<file path="config.mk">
export PLATFORM = sky130hd
export DESIGN_NAME = burst_addr_seq
export DESIGN_NICKNAME = d
export VERILOG_FILES = /design/src/rtl/burst_addr_seq.sv
export SDC_FILE = /design/constraint.sdc
export NUM_CORES = 1
export LEC_CHECK = 0
export ABC_CLOCK_PERIOD_IN_PS = 1150
export BUFFER_PORTS_ARGS = -buffer_cell sky130_fd_sc_hd__buf_2
export CAP_MARGIN = 10
export CORE_MARGIN = 5
export CORE_UTILIZATION = 40
export DETAILED_ROUTE_END_ITERATION = 10
export GPL_TIMING_DRIVEN = 1
export PLACE_DENSITY = 0.81
export SETUP_SLACK_MARGIN = 0.4
export SLEW_MARGIN = 20
export SYNTH_ARGS = -nofsm -noshare
export SYNTH_HDL_FRONTEND = slang
export SYNTH_SLANG_ARGS = --single-unit
</file>
<file path="constraint.sdc">
create_clock -name clk -period 1.15 [get_ports clk]
set_input_delay 0.1725 -clock clk [delete_from_list [all_inputs] [get_ports clk]]
set_output_delay 0.1725 -clock clk [all_outputs]
set_load 0.01 [all_outputs]
</file>
<file path="src/rtl/burst_addr_seq.sv">
module burst_addr_seq #(
  parameter int AW = 18
) (
  input  logic          clk,
  input  logic          rst,
  input  logic          ads_proc,
  input  logic          ads_ctrl,
  input  logic          ce_pri,
  input  logic          ce_aux1,
  input  logic          ce_aux2,
  input  logic          adv,
  input  logic          mode,
  input  logic [AW-1:0] addr_in,
  output logic [AW-1:0] mem_addr,
  output logic          burst_active
);

  localparam int UW = AW - 2;

  logic [AW-1:0] base_q;
  logic [1:0]    pos_q;
  logic          ilv_q;
  logic          act_q;

  wire strobe_ok = ads_ctrl | (ads_proc & ce_pri);
  wire selected  = ce_pri & ce_aux1 & ce_aux2;
  wire do_load   = strobe_ok & selected;
  wire do_drop   = strobe_ok & ~selected;
  wire do_step   = ~strobe_ok & adv & act_q;

  always_ff @(posedge clk) begin
    if (rst) begin
      base_q <= '0;
      pos_q  <= 2'd0;
      ilv_q  <= 1'b0;
      act_q  <= 1'b0;
    end else if (do_load) begin
      base_q <= addr_in;
      pos_q  <= 2'd0;
      ilv_q  <= mode;
      act_q  <= 1'b1;
    end else if (do_drop) begin
      act_q  <= 1'b0;
    end else if (do_step) begin
      pos_q  <= pos_q + 2'd1;
    end
  end

  wire [1:0] low_bits = ilv_q ? (base_q[1:0] ^ pos_q) : (base_q[1:0] + pos_q);

  assign mem_addr     = {base_q[AW-1:2], low_bits};
  assign burst_active = act_q;

  assert_reset_idle_R1: assert property (@(posedge clk)
    rst |=> (!burst_active && mem_addr == '0));

  assert_load_R2: assert property (@(posedge clk) disable iff (rst)
    do_load |=> (burst_active && mem_addr == $past(addr_in)));

  assert_proc_gated_R3: assert property (@(posedge clk) disable iff (rst)
    (ads_proc && !ce_pri && !ads_ctrl && !adv) |=> ($stable(mem_addr) && $stable(burst_active)));

  assert_deselect_R4: assert property (@(posedge clk) disable iff (rst)
    do_drop |=> (!burst_active && $stable(mem_addr)));

  assert_hold_R5: assert property (@(posedge clk) disable iff (rst)
    (!strobe_ok && !adv) |=> ($stable(mem_addr) && $stable(burst_active)));

  assert_upper_fixed_R8: assert property (@(posedge clk) disable iff (rst)
    !strobe_ok |=> $stable(mem_addr[AW-1:2]));

  assert_restart_wins_R9: assert property (@(posedge clk) disable iff (rst)
    (do_load && adv) |=> (mem_addr == $past(addr_in)));

  initial assert (UW >= 1) else $error("AW too small");

endmodule

</file>
==> results.tsv, run 1 <==
metric	value	unit
number of synthesized flops with an enable pin	0	
Total GRT Usage	0.138	
startpoint type of the worst setup path	flip-flop	
Top Metal Used	met4	
Critical Path End Type	output pin	
largest fanout on the critical path	2	
share of cells above drive strength 1	0.585	
Top FF cell, synth	dfxtp_1	
Syn Nets	148	
most frequent cell after synthesis	nand2_1	
Final Cycle Share	1.19	
die area	3520	um^2
global-route wire length before repair	3.75	mm
Synth async-reset ratio	0	
FMAX	0.731	GHz
DRT Pass-1 Iters	4	
antenna viol nets, final	0	
final worst slack	-0.218	ns
unrepaired setup endpoints after global routing	true	
Post-DP HPWL	1.74	mm
final hold vios	0	
Finish-stage setup viols	4	
H-tree lvl count	1	
core area	2280	um^2
FF+latch count, synth	22	
Synth area leaders	dfxtp_1, nand2_1, buf_4	
drt total wl	2.28	mm
Initial Util	0.427	
DIE WIDTH	59.3	um
CP Data Arrival Time	1.20	ns
Yosys warning count	0	
Worst Hold Class	in2reg	
DRC violations left	0	
Post-synth top cells	nand2_1, dfxtp_1, a21oi_1, buf_4, buf_2	
die height	59.3	um
CTS sink cnt	22	
violated checks	setup timing	
Root Driver	clkbuf_4	
sequential element share of the synthesized area	0.453	
CTS max path bufs	2	
P&R area growth vs syn	49.2	%
pin count of the biggest net entering global routing	20	
Worst Path Required	0.98	ns
Post-Syn Area per Cell	8.10	um^2
outcome	complete, but fails checks	
wire length on met1	890	um
Synth cell types	19	
Vias	875	
# diodes	0	
dpl cell area	1160	um^2
Nets	188	
Gate Count Post-Synth	120	
Synth area leader	dfxtp_1	
crit path time final	1.37	ns
Post-CTS Hold Buffers	0	
vias per cell	4.68	
Lkg Pwr	0.000607	uW
peak supply drop	0.674	mV
pre-CTS setup slack	-0.148	ns
post-synth top area share	0.453	
initial antenna violation count	0	
Clk pin slew, worst setup/hold paths	0.13	ns
P per Cell Area	1040	nW/um^2
drt initial violations	23	
Max Slew Vio Count	0	
vias in the first global route	915	
total length of routed met3 wires	215	um
RePlAce Congestion	0.734	
Setup Skew	0.00508	ns
CTS buffer count	3	
Rows	17	
top-level I/O count	46	
worst-margin pin slew	0.275	ns
critical path type	reg2out	
MaxCap Viol Count	0	
slew margin rel.	0.815	
met2 wire length	1.17	mm
Synth Cell Area	972	um^2
# port buffers	45	
finished layout cell area	1450	um^2
clk_lat worst skew	0.31	ns
clock tree from TritonCTS	yes	
GRT overflow	0	
detail-routed net length per standard cell	12.2	um
[routing by layer]
layer | vias up | global-route usage
met3 | 2 | 0.0436
met1 | 384 | 0.155
met4 | 0 | 0.0485
li1 | 455 | -
met2 | 34 | 0.242
met5 | - | 0
[worst max-delay path, cell delays in order, from the launching register on]
cell	delay [ns]
dfxtp_2	0.37
ha_4	0.12
nor2b_4	0.14
xnor2_2	0.11
buf_2	0.15
[per-stage QoR]
step | hold slack, ns | power, uW | instances | setup TNS [ns] | utilization
finish | 0.0895 | 1500 | 187 | -0.366 | 0.637
global route | 0.0664 | 1580 | 187 | -0.585 | 0.637
CTS | 0.0786 | 1510 | 185 | -0.434 | 0.625
detailed placement | 0.430 | 972 | 177 | -2.39 | 0.512
global placement | 0.423 | 965 | 177 | -0.955 | 0.512
floorplan | 0.315 | 905 | 120 | 0 | -
[power by group]
part	leakage, uW	switching, uW	internal (uW)
sequential	0.000188	15.7	784
combinational	0.000393	87.6	111
clock	0.0000261	238	265
total	0.000607	341	1160
[path summary, 6_finish.rpt]
path / from / endpoint / slack [ns] / cells past startpoint
setup / recovery: pos_q[0]$_SDFFE_PP0P_ / mem_addr[1] / -0.22 / 4
hold / removal: addr_in[10] / base_q[10]$_SDFFE_PP0P_ / 0.09 / 3
setup reg to reg: pos_q[0]$_SDFFE_PP0P_ / pos_q[1]$_SDFFE_PP0P_ / -0.07 / 5
hold reg to reg: base_q[12]$_SDFFE_PP0P_ / base_q[12]$_SDFFE_PP0P_ / 0.47 / 2
[flip-flops by register name (all words and copies together), names as in the netlist]
signal and count:
base_q 18, burst_active 1, ilv_q 1, pos_q 2
[cell families after synthesis]
group	after synthesis	share of synthesized area
xor gates and xnor gates	2	0.0180
buffers and inverters	23	0.158
AOI/OAI and AO/OA	26	0.152
and+or+nand+nor	46	0.206
adders and majority gates	1	0.0129
DFF	22	0.453
[final cells by class]
| class | instances | area, um^2 |
|---|---|---|
| fill | 188 | 826 |
| sequential | 22 | 467 |
| multi-input combinational | 75 | 449 |
| timing repair buffer | 57 | 448 |
| clock buffer | 4 | 47.5 |
| tap | 28 | 35.0 |
| inverter | 1 | 3.75 |
[what timing repair did]
item	4_1_cts	5_1_grt
pin swaps	7	3
buffers inserted	4	2
resized for setup	46	0
endpoints found under the setup margin	41	40
[layout by cell type, fill, tap and decap left out, types with 3 or more instances in the layout]
cell type   n
a21oi_1    19
clkbuf_4    3
buf_4       9
buf_2      27
dfxtp_2    18
buf_6      20
dfxtp_1     3
nand2_1    38
Power figures use the tool's default switching activity.
==> inputs of run 2 (changes only) <==
--- a/config.mk
+++ b/config.mk
@@ -5,14 +5,15 @@
 export SDC_FILE = /design/constraint.sdc
 export NUM_CORES = 1
 export LEC_CHECK = 0
-export ABC_CLOCK_PERIOD_IN_PS = 1150
+export ABC_CLOCK_PERIOD_IN_PS = 1200
 export BUFFER_PORTS_ARGS = -buffer_cell sky130_fd_sc_hd__buf_2
 export CAP_MARGIN = 10
 export CORE_MARGIN = 5
 export CORE_UTILIZATION = 40
+export CTS_BUF_LIST = sky130_fd_sc_hd__clkbuf_16
 export DETAILED_ROUTE_END_ITERATION = 10
 export GPL_TIMING_DRIVEN = 1
-export PLACE_DENSITY = 0.81
+export PLACE_DENSITY = 0.83
 export SETUP_SLACK_MARGIN = 0.4
 export SLEW_MARGIN = 20
 export SYNTH_ARGS = -nofsm -noshare
==> constraint.sdc (replaced) <==
create_clock -name clk -period 1.2 [get_ports clk]
set_input_delay 0.18 -clock clk [delete_from_list [all_inputs] [get_ports clk]]
set_output_delay 0.18 -clock clk [all_outputs]
set_load 0.01 [all_outputs]
==> run 2 against run 1 <==
  * The run still ends with setup timing left
  * Critical path depth stayed put
  * Utilization rose by 17 points
  * Hold slack better by 0.083 ns
  * Clock-buffer cell count fell by 1
  * First-iteration DRC count unchanged
  * Clock power grew 38%
  * Sequential power fell by 4.0%
  * Final cell count is 9.1% higher
  * Design area grew 26%
  * Register-to-register slack improved by 0.12 ns
==> results.tsv, run 2 (synthesis results as in run 1) <==
metric	value	unit	change
final worst slack	-0.107	ns	was -0.218 ns
CTS buffer count	3		unchanged
peak supply drop	1.29	mV	was 0.674 mV
Int Power	1350	uW	was 1160 uW
CP peak stage delay	0.35	ns	was 0.37 ns
share of cells above drive strength 1	0.847		was 0.585
Logic pwr share	0.162		was 0.132
CTS max path bufs	2		unchanged
fillers	155		was 188
CTS sink cnt	22		unchanged
critical path, cell by cell	ha_4 > nor2b_4 > xnor2_2 > buf_2		unchanged
Post-Route Utilization	0.804		was 0.637
initial antenna violation count	0		unchanged
Post-DP HPWL	1.71	mm	was 1.74 mm
die area	3520	um^2	unchanged
vias per cell	4.90		was 4.68
DRC violations left	0		unchanged
drt total wl	3.14	mm	was 2.28 mm
pin count of the biggest net entering global routing	15		was 20
commonest non-fill, non-tap cell in the layout	buf_6		was nand2_1
Total Power	1740	uW	was 1500 uW
FMAX	0.765	GHz	
global-route wire length before repair	4.34	mm	was 3.75 mm
Clk pin slew, worst setup/hold paths	0.06	ns	was 0.13 ns
Vias	1000		was 875
P&R area growth vs syn	88.2	%	was 49.2%
Lkg Pwr	0.000799	uW	was 0.000607 uW
drt initial violations	23		unchanged
CP Data Arrival Time	1.13	ns	was 1.20 ns
commonest cells after routing, fill and taps aside	buf_6, buf_2, buf_4, a21oi_2, dfxtp_2		was nand2_1, buf_2, buf_6, a21oi_1, dfxtp_2
finished layout cell area	1830	um^2	was 1450 um^2
worst-margin pin slew	0.377	ns	was 0.275 ns
top-level I/O count	46		unchanged
Psw	397	uW	was 341 uW
antenna viol nets, final	0		unchanged
vias in the first global route	971		was 915
final hold vios	0		unchanged
Critical Path End Type	output pin		unchanged
largest fanout on the critical path	2		unchanged
core area	2280	um^2	unchanged
Max Slew Vio Count	0		unchanged
max reg flops	18		unchanged
slew margin rel.	0.749		was 0.815
Clk network pwr share	0.398		was 0.335
clock tree from TritonCTS	yes		unchanged
CP Buf/Inv Count	1		unchanged
outcome	complete, but fails checks		unchanged
DRT Pass-1 Iters	4		unchanged
crit path time final	1.31	ns	
GRT overflow	0		unchanged
DIE WIDTH	59.3	um	unchanged
dpl cell area	1150	um^2	was 1160 um^2
clk_lat worst skew	0.25	ns	was 0.31 ns
Setup Skew	0.00243	ns	was 0.00508 ns
# port buffers	45		unchanged
RePlAce Congestion	0.744		was 0.734
Worst Hold Class	in2reg		unchanged
Largest regs	base_q x18, pos_q x2		unchanged
Top delay family on crit path	flip-flops		unchanged
startpoint type of the worst setup path	flip-flop		unchanged
P per Cell Area	953	nW/um^2	was 1040 nW/um^2
Initial Util	0.427		unchanged
Finish-stage setup viols	1		was 4
Nets	205		was 188
switching share of power	0.227		about the same
detail-routed net length per standard cell	15.4	um	was 12.2 um
Post-CTS Hold Buffers	0		unchanged
Total GRT Usage	0.162		was 0.138
Worst Path Required	1.02	ns	was 0.98 ns
Root Driver	clkbuf_16		was clkbuf_4
Biggest register	base_q		unchanged
MaxCap Viol Count	0		unchanged
H-tree lvl count	1		unchanged
die height	59.3	um	unchanged
Seq pwr share	0.440		was 0.533
critical path type	reg2out		unchanged
unrepaired setup endpoints after global routing	true		unchanged
critical path's slowest cell	dfxtp_2		unchanged
# diodes	0		unchanged
violated checks	setup timing		unchanged
Final Cycle Share	1.09		
Rows	17		unchanged
[run 2: cell type report]
| cell class | instances | area [um^2] | share of cell area |
|---|---|---|---|
| multi-input combinational | 75 | 633 | 0.346 |
| clock buffer | 3 | 75.1 | 0.0410 |
| inverter | 1 | 3.75 | 0.00205 |
| sequential | 22 | 467 | 0.255 |
| clock inverter | 1 | 3.75 | 0.00205 |
| tap | 28 | 35.0 | 0.0192 |
| timing repair buffer | 74 | 612 | 0.334 |
[run 2: timing repair]
action	4_1_cts	5_1_grt
resized for setup	80	33
setup buffers	13	10
gates cloned	2	0
endpoints found under the setup margin	41	41
pin swaps	42	11
[run 2: per-layer routing]
| layer | wire [um] | global-route usage | vias up |
|---|---|---|---|
| li1 | - | - | 489 |
| met1 | 1100 | 0.169 | 466 |
| met2 | 1780 | 0.314 | 43 |
| met3 | 252 | 0.0479 | 2 |
| met4 | 8 | 0.0291 | 0 |
| met5 | 0 | 0 | - |
[run 2: worst paths after layout]
kind / startpoint / endpoint / slack, ns / cells after the start
min: addr_in[14] / base_q[14]$_SDFFE_PP0P_ / 0.17 / 3
min reg2reg: base_q[0]$_SDFFE_PP0P_ / base_q[0]$_SDFFE_PP0P_ / 0.47 / 2
max: pos_q[0]$_SDFFE_PP0P_ / mem_addr[1] / -0.11 / 4
max reg2reg: burst_active$_SDFFE_PP0P_ / pos_q[0]$_SDFFE_PP0P_ / 0.05 / 3
[run 2: power by group through the flow]
| stage | registers [uW] | clock network [uW] | logic, uW |
|---|---|---|---|
| after floorplan | 774 | 0 | 93.7 |
| after global routing | 770 | 734 | 303 |
| final | 768 | 693 | 283 |
| after global placement | 774 | 0 | 146 |
| after CTS | 769 | 696 | 230 |
| after detailed placement | 775 | 0 | 152 |
[run 2: worst min-delay path, cell delays in order]
cell     delay, ns
buf_2         0.12
nand2_4       0.05
a21oi_2       0.04
[run 2: metrics by stage]
step                setup slack, ns  cells  TNS [ns]  hold WS (ns)
global placement           -0.00725    175  -0.00840         0.421
global route                 -0.144    204    -0.144         0.178
detailed placement          -0.0778    175     -1.03         0.426
CTS                          -0.102    194    -0.118         0.159
floorplan                     0.162    120         0         0.316
finish                       -0.107    204    -0.107         0.173
==> inputs of run 3 (changes only) <==
--- a/config.mk
+++ b/config.mk
@@ -13,7 +13,7 @@
 export CTS_BUF_LIST = sky130_fd_sc_hd__clkbuf_16
 export DETAILED_ROUTE_END_ITERATION = 10
 export GPL_TIMING_DRIVEN = 1
-export PLACE_DENSITY = 0.83
+export PLACE_DENSITY = 0.76
 export SETUP_SLACK_MARGIN = 0.4
 export SLEW_MARGIN = 20
 export SYNTH_ARGS = -nofsm -noshare
==> run 3 against run 2 <==
  * The flow still finishes with violations (setup timing)
  * Register-to-register slack got worse by 0.04 ns
  * First-iteration DRC count rose by 4.3%
  * Sequential cell count did not move
  * Final cell count fell by 7.8%
  * Setup slack got worse by 0.0079 ns
  * Die area did not move
  * Sequential power barely moved
  * Global-route usage fell by 2.5 points
  * Hold slack got worse by 0.012 ns
  * Clock power barely moved
  * Total power fell by 5.0%
  * Highest routed layer is now met3
==> results.tsv, run 3 (synthesis results as in run 1) <==
metric	value	unit	change
Worst Hold Class	in2reg		unchanged
Critical Path End Type	output pin		unchanged
P&R area growth vs syn	57.1	%	was 88.2%
# port buffers	45		unchanged
P per Cell Area	1080	nW/um^2	was 953 nW/um^2
Post-CTS Hold Buffers	0		unchanged
Worst Path Required	1.02	ns	about the same
unrepaired setup endpoints after global routing	true		unchanged
die height	59.3	um	unchanged
CP peak stage delay	0.35	ns	about the same
slew margin rel.	0.790		was 0.749
FMAX	0.761	GHz	was 0.765 GHz
peak supply drop	0.933	mV	was 1.29 mV
share of cells above drive strength 1	0.613		was 0.847
Finish-stage setup viols	1		unchanged
CTS max path bufs	2		unchanged
Clk pin slew, worst setup/hold paths	0.06	ns	about the same
H-tree lvl count	1		unchanged
worst-margin pin slew	0.313	ns	was 0.377 ns
pin count of the biggest net entering global routing	20		was 15
Final Cycle Share	1.10		was 1.09
Root Driver	clkbuf_16		unchanged
# diodes	0		unchanged
critical path's slowest cell	dfxtp_2		unchanged
max reg flops	18		unchanged
Setup Skew	0.00298	ns	was 0.00243 ns
Biggest register	base_q		unchanged
global-route wire length before repair	3.68	mm	was 4.34 mm
Vias	909		was 1000
critical path, cell by cell	ha_4 > nor2b_4 > xnor2_2 > buf_2		unchanged
Total GRT Usage	0.137		was 0.162
DRT Pass-1 Iters	4		unchanged
Initial Util	0.427		unchanged
CP Data Arrival Time	1.13	ns	about the same
largest fanout on the critical path	2		unchanged
DIE WIDTH	59.3	um	unchanged
CTS buffer count	3		unchanged
commonest non-fill, non-tap cell in the layout	nand2_1		was buf_6
drt total wl	2.51	mm	was 3.14 mm
Post-DP HPWL	1.62	mm	was 1.71 mm
outcome	complete, but fails checks		unchanged
initial antenna violation count	0		unchanged
drt initial violations	24		was 23
Lkg Pwr	0.000633	uW	was 0.000799 uW
commonest cells after routing, fill and taps aside	nand2_1, buf_2, buf_6, dfxtp_2, a21oi_1		was buf_6, buf_2, buf_4, a21oi_2, dfxtp_2
clk_lat worst skew	0.25	ns	about the same
final worst slack	-0.115	ns	was -0.107 ns
CTS sink cnt	22		unchanged
GRT overflow	0		unchanged
top-level I/O count	46		unchanged
die area	3520	um^2	unchanged
RePlAce Congestion	0.753		was 0.744
DRC violations left	0		unchanged
Rows	17		unchanged
MaxCap Viol Count	0		unchanged
final hold vios	0		unchanged
Total Neg Setup Slack	-0.115	ns	was -0.107 ns
antenna viol nets, final	0		unchanged
Largest regs	base_q x18, pos_q x2		unchanged
detail-routed net length per standard cell	13.4	um	was 15.4 um
critical path type	reg2out		unchanged
crit path time final	1.31	ns	about the same
startpoint type of the worst setup path	flip-flop		unchanged
vias per cell	4.84		was 4.90
fillers	190		was 155
Max Slew Vio Count	0		unchanged
violated checks	setup timing		unchanged
pre-CTS setup slack	-0.105	ns	was -0.0778 ns
core area	2280	um^2	unchanged
clock tree from TritonCTS	yes		unchanged
vias in the first global route	897		was 971
Nets	189		was 205
## run 3: report_power, final
part	switching, uW	internal, uW
combinational	89.4	111
sequential	15.5	752
clock	246	444
total	351	1310
## run 3: what timing repair did
action,in CTS,in global routing
gates cloned,0,2
pin swaps,6,13
buffers inserted,4,4
setup endpoints to repair,40,28
hold endpoints to repair,0,0
gates resized for setup,43,16
## run 3: stage by stage
stage	power, uW	area, um^2	hold slack, ns	utilization	std cells
finish	1660	1530	0.161	0.671	188
global route	1730	1530	0.165	0.671	188
CTS	1650	1430	0.156	0.629	182
detailed placement	924	1140	0.427	0.502	174
global placement	918	1140	0.421	0.502	174
floorplan	868	1030	0.316	-	120
## run 3: final timing paths
path | cells after the start | slack [ns] | startpoint | to
max | 4 | -0.11 | base_q[0]$_SDFFE_PP0P_ | mem_addr[1]
min | 3 | 0.16 | addr_in[14] | base_q[14]$_SDFFE_PP0P_
max reg2reg | 5 | 0.01 | pos_q[0]$_SDFFE_PP0P_ | pos_q[1]$_SDFFE_PP0P_
min reg2reg | 2 | 0.46 | base_q[5]$_SDFFE_PP0P_ | base_q[5]$_SDFFE_PP0P_
## run 3: per-layer routing
| metal | track usage | vias up | wire length (um) |
|---|---|---|---|
| met5 | 0 | - | 0 |
| met4 | 0.0356 | 0 | 0 |
| met3 | 0.0654 | 0 | 265 |
| met2 | 0.253 | 36 | 1320 |
| met1 | 0.134 | 416 | 922 |
| li1 | - | 457 | - |
## run 3: critical path: cells and delay by family, from the launching register on
family / cells / cell delay, ns
xor gates and xnor gates: 1 / 0.11
adders and majority gates: 1 / 0.13
buffers and inverters: 1 / 0.15
DFF: 1 / 0.35
and+or+nand+nor: 1 / 0.15
## run 3: final cells by class
type / count / area, um^2 / area share
Multi-Input combinational cell: 75 / 467 / 0.305
Clock inverter: 1 / 3.75 / 0.00246
Timing Repair Buffer: 58 / 477 / 0.312
Clock buffer: 3 / 75.1 / 0.0491
Tap cell: 28 / 35.0 / 0.0229
Inverter: 1 / 3.75 / 0.00246
Sequential cell: 22 / 467 / 0.305
